File: src/rtl/subblk_cache.sv
module subblk_cache #(
  parameter int ADDR_W = 12,
  parameter int LINES  = 8,
  parameter int SUBS   = 4
) (
  input  logic              clk,
  input  logic              rst_n,
  input  logic              cpu_req_valid,
  output logic              cpu_req_ready,
  input  logic              cpu_req_write,
  input  logic [ADDR_W-1:0] cpu_req_addr,
  input  logic [31:0]       cpu_req_wdata,
  output logic              cpu_rsp_valid,
  output logic              cpu_rsp_hit,
  output logic [31:0]       cpu_rsp_rdata,
  output logic              mem_req_valid,
  input  logic              mem_req_ready,
  output logic              mem_req_write,
  output logic [ADDR_W-1:0] mem_req_addr,
  output logic [31:0]       mem_req_wdata,
  input  logic              mem_rsp_valid,
  input  logic [31:0]       mem_rsp_rdata
);
  localparam int IDX_W = $clog2(LINES);
  localparam int SUB_W = $clog2(SUBS);
  localparam int TAG_W = ADDR_W - 2 - SUB_W - IDX_W;

  typedef enum logic [1:0] {IDLE, LOOKUP, FETCH, RESPOND} state_t;

  state_t            st_q;
  logic              wr_q, sent_q, hit_q;
  logic [ADDR_W-3:0] wa_q;
  logic [31:0]       wdata_q, rdata_q;

  logic [TAG_W-1:0]  tag_q  [LINES];
  logic [SUBS-1:0]   vld_q  [LINES];
  logic [31:0]       data_q [LINES*SUBS];

  logic [IDX_W-1:0]       idx;
  logic [SUB_W-1:0]       sub;
  logic [TAG_W-1:0]       tag;
  logic [IDX_W+SUB_W-1:0] slot;
  logic tag_eq, hit, upd, unused_bits;
  logic [31:0] upd_data;

  assign unused_bits = ^cpu_req_addr[1:0];

  assign sub  = wa_q[0 +: SUB_W];
  assign idx  = wa_q[SUB_W +: IDX_W];
  assign tag  = wa_q[ADDR_W-3 -: TAG_W];
  assign slot = {idx, sub};

  assign tag_eq = (tag_q[idx] == tag);
  assign hit    = tag_eq && vld_q[idx][sub];

  assign upd      = (st_q == LOOKUP && wr_q) ||
                    (st_q == FETCH && !wr_q && sent_q && mem_rsp_valid);
  assign upd_data = wr_q ? wdata_q : mem_rsp_rdata;

  assign cpu_req_ready = (st_q == IDLE);
  assign cpu_rsp_valid = (st_q == RESPOND);
  assign cpu_rsp_hit   = hit_q;
  assign cpu_rsp_rdata = rdata_q;
  assign mem_req_valid = (st_q == FETCH) && !sent_q;
  assign mem_req_write = wr_q;
  assign mem_req_addr  = {wa_q, 2'b00};
  assign mem_req_wdata = wdata_q;

  always_ff @(posedge clk or negedge rst_n) begin
    if (!rst_n) begin
      st_q    <= IDLE;
      wr_q    <= 1'b0;
      sent_q  <= 1'b0;
      hit_q   <= 1'b0;
      wa_q    <= '0;
      wdata_q <= '0;
      rdata_q <= '0;
    end else begin
      case (st_q)
        IDLE: if (cpu_req_valid) begin
          wr_q    <= cpu_req_write;
          wa_q    <= cpu_req_addr[ADDR_W-1:2];
          wdata_q <= cpu_req_wdata;
          sent_q  <= 1'b0;
          st_q    <= LOOKUP;
        end
        LOOKUP: begin
          hit_q <= hit;
          if (wr_q) begin
            rdata_q <= wdata_q;
            st_q    <= FETCH;
          end else if (hit) begin
            rdata_q <= data_q[slot];
            st_q    <= RESPOND;
          end else begin
            st_q <= FETCH;
          end
        end
        FETCH: begin
          if (mem_req_valid && mem_req_ready) begin
            sent_q <= 1'b1;
            if (wr_q) st_q <= RESPOND;
          end
          if (!wr_q && sent_q && mem_rsp_valid) begin
            rdata_q <= mem_rsp_rdata;
            st_q    <= RESPOND;
          end
        end
        default: st_q <= IDLE;
      endcase
    end
  end

  always_ff @(posedge clk or negedge rst_n) begin
    if (!rst_n) begin
      for (int i = 0; i < LINES; i++) begin
        vld_q[i] <= '0;
        tag_q[i] <= '0;
      end
    end else if (upd) begin
      if (!tag_eq) begin
        tag_q[idx] <= tag;
        vld_q[idx] <= {{(SUBS-1){1'b0}}, 1'b1} << sub;
      end else begin
        vld_q[idx][sub] <= 1'b1;
      end
    end
  end

  always_ff @(posedge clk) begin
    if (upd) data_q[slot] <= upd_data;
  end
endmodule


File: config.mk
export PLATFORM = sky130hd
export DESIGN_NAME = subblk_cache
export DESIGN_NICKNAME = d
export VERILOG_FILES = /design/src/rtl/subblk_cache.sv
export SDC_FILE = /design/constraint.sdc
export NUM_CORES = 1
export LEC_CHECK = 0
export BUFFER_PORTS_ARGS = -buffer_cell sky130_fd_sc_hd__buf_2
export CAP_MARGIN = 0
export CORE_ASPECT_RATIO = 1.25
export CORE_MARGIN = 2
export CORE_UTILIZATION = 60
export DETAILED_ROUTE_END_ITERATION = 10
export PLACE_DENSITY_LB_ADDON = 0.15
export SLEW_MARGIN = 20
export SYNTH_ARGS = -nofsm -noshare
export SYNTH_HDL_FRONTEND = slang
export SYNTH_SLANG_ARGS = --single-unit
File: constraint.sdc
create_clock -name clk -period 8.55 [get_ports clk]
set_input_delay 1.71 -clock clk [delete_from_list [all_inputs] [get_ports clk]]
set_output_delay 1.71 -clock clk [all_outputs]
set_load 0.05 [all_outputs]
==> results.py <==
metrics = {
    "status": {
        "status": "complete, no violations",
    },
    "timing": {
        "period_minus_slack_ns": 4.453,
        "fmax_ghz": 0.2246,
        "hold_violations": 0,
        "fin_crit_sh_pct": 52.08,
        "finalSetupViolCount": 0,
        "rsz0062_at_grt": "false",
        "slew_headroom_pct": 29.41,
        "tightest_slew_ns": 1.056,
        "fin_skew_ns": 0.02274,
        "finalHoldWorstSlack_ns": 0.4772,
        "finalMaxSlewViolations": 0,
        "setup_tns_ns": 0,
    },
    "cells_and_area": {
        "seqCellArea_um2": 34550,
        "layout_commonest_cell": "edfxtp_1",
        "nFillCells": 4707,
        "layout-area-overhead-vs-synth_pct": 12.34,
        "drive_gt1_share_pct": 32.88,
        "num_antenna_cells": 0,
        "fin_area_um2": 51710,
        "fin_nets": 2567,
        "multi_input_area_um2": 11160,
        "layout_common_cells": "edfxtp_1, mux4_2, mux2_2",
    },
    "setup_path": {
        "crit_type": "reg2reg",
        "path_common_cell": "buf_4",
        "reg2reg_from": "wa_q[1]",
        "path_cells": "buf_4 > nand3_1 > nor2_4 > buf_4",
        "worst_path_max_delay_cell": "nor2_4",
        "timing.reg2reg.setup_slack_ns": 4.10,
        "worst_r2r_endpoint": "data_q[15][17]",
        "critPathRequiredTime_ns": 8.87,
        "arrival_ns": 4.78,
        "r2r_cells": 4,
        "start_kind": "flop",
        "crit_fanout": 66,
        "cp_slowest_stage_delay_ns": 1.04,
        "end_kind": "flop",
    },
    "clock_network": {
        "numCtsBuffers": 107,
        "insertion_delay_ns": 0.69,
        "postCtsSetupBuffers": 0,
        "cts_resized": 0,
        "clkTransAtPathRegs_ns": 0.06,
        "cts_htree_levels": 3,
        "cts_hold_buf": 0,
        "root_buffer": "clkbuf_16",
        "numClockSinks": 1175,
        "cts_tree": "built",
        "clockBufferDepth": 3,
    },
    "global_routing": {
        "grt_pass1_wl_um": 171200,
        "antenna_found_initial": 3,
        "track_usage_pct": 30.84,
        "grt_max_degree": 106,
        "grt_pass1_vias": 24451,
        "overflow": 0,
    },
    "placed_design": {
        "gp_congestion": 0.8088,
        "place_area_um2": 48290,
        "dp_hpwl_um": 66090,
        "port_buffers": 158,
    },
    "floorplanning": {
        "die_w_um": 251.7,
        "core-area_um2": 75920,
        "start_util_pct": 60.63,
        "die_height_um": 313.7,
        "num_rows": 113,
        "die_area_um2": 78960,
        "num_io_pins": 163,
    },
    "drt": {
        "totalWireLength_um": 119300,
        "postRouteAntennaNets": 0,
        "dr.pass1.iters": 6,
        "post_drt_via_cell_ratio": 6.809,
        "drt-initial-drc-count": 3148,
        "post_drt_wl_per_cell_um": 33.64,
        "drc": 0,
        "vias": 24151,
    },
    "synth": {
        "synth_top_cell_area_share_pct": 66.80,
        "synth_area_leaders": "edfxtp_1, mux4_2, dfrtp_1",
        "synth_ff_type": "edfxtp_1",
        "netlist_area_um2": 46030,
        "async_flop_share_pct": 12.85,
        "synth.distinct_cells": 53,
        "synth-seq-cells": 1175,
        "synth_edf_count": 1024,
        "synth_top_cell_by_area": "edfxtp_1",
        "synth_seq_area_share_pct": 75.01,
        "synthCells": 2276,
        "synth_warnings": 0,
        "syn_area_per_cell_um2": 20.22,
    },
    "hold_path": {
        "min_path_cells": 1,
        "worstHoldEndpoint": "vld_q[28]",
        "hold_start": "vld_q[28]",
        "worstHoldPathType": "reg2reg",
    },
    "power": {
        "powerDensity_nw_per_um2": 368.1,
        "p_leak_nw": 17.56,
        "ir_drop_mv": 0.2491,
    },
    "job": {
        "maxCapViolations": 0,
    },
}
state kept, by name, summed over array words and instances, names as in the netlist:
register       count
mem_req_wdata     32
tag_q             40
cpu_rsp_hit        1
st_q               2
vld_q             32
sent_q             1
data_q          1024
mem_req_write      1
wa_q              10
cpu_rsp_rdata     32
worst max-delay path, delay by kind of cell, from the launching register on:
kind	cells	cell delay (ns)
flops	1	0.71
simple gates	2	1.97
buf+inv	2	1.34
Yosys cell counts (22+ instances only):
cell	instances
a21o_1	33
a21oi_1	55
a22oi_1	74
buf_1	22
buf_2	28
clkbuf_1	74
dfrtp_1	151
edfxtp_1	1024
mux2_2	159
mux2i_1	54
mux4_2	252
nand2_1	77
nand3_1	29
nor2_1	82
o22ai_1	27
layout make-up:
type,count,area share [%]
Sequential cell,1175,66.82
Multi-Input combinational cell,963,21.59
Clock buffer,145,5.698
Timing Repair Buffer,225,2.577
Tap cell,977,2.364
Clock inverter,54,0.8977
Inverter,8,0.05807
worst max path at each step:
stage | from | endpoint | slack [ns] | depth (start not counted)
after floorplan | mem_rsp_valid | data_q[29][0] | 4.40 | 6
after global routing | wa_q[0] | data_q[13][19] | 3.84 | 4
after global placement | mem_rsp_valid | data_q[31][1] | 3.71 | 8
after detailed placement | wa_q[1] | cpu_rsp_rdata[18] | 3.64 | 9
after CTS | wa_q[1] | cpu_rsp_rdata[25] | 3.62 | 9
final | wa_q[1] | data_q[15][17] | 4.10 | 4
stage by stage:
stage	power [mW]	std cells	setup slack, ns	utilization, %
6_report	19.03	3547	4.097	68.11
5_1_grt	19.73	3547	3.837	68.11
4_1_cts	19.07	3546	3.623	68.09
3_5_place_dp	14.48	3347	3.640	63.60
3_3_place_gp	14.27	3347	3.709	63.60
2_1_floorplan	12.37	2277	4.404	-
power breakdown:
part | total, mW | internal, mW | switching [mW]
combinational | 6.37 | 2.32 | 4.05
sequential | 8.00 | 7.48 | 0.524
clock | 4.66 | 2.60 | 2.06
total | 19.0 | 12.4 | 6.63
routing by layer:
layer,wire length [µm],vias up,share of wire (%),global-route usage [%]
li1,-,9759,-,-
met2,60310,1389,51,51.06
met5,13,-,0.011,0
met4,3873,2,3.2,10.73
met1,43680,12782,37,41.80
met3,11440,219,9.6,5.871
cell families after synthesis:
| group | synth area share (%) |
|---|---|
| flops | 75.01 |
| mux | 17.47 |
| compound gates | 3.781 |
| simple gates | 2.229 |
| buf+inv | 1.307 |
| fa+ha+maj | 0.1359 |
| xor+xnor | 0.05709 |
| other cells | 0.008147 |
Note: power is estimated with default switching activity, not from simulation.
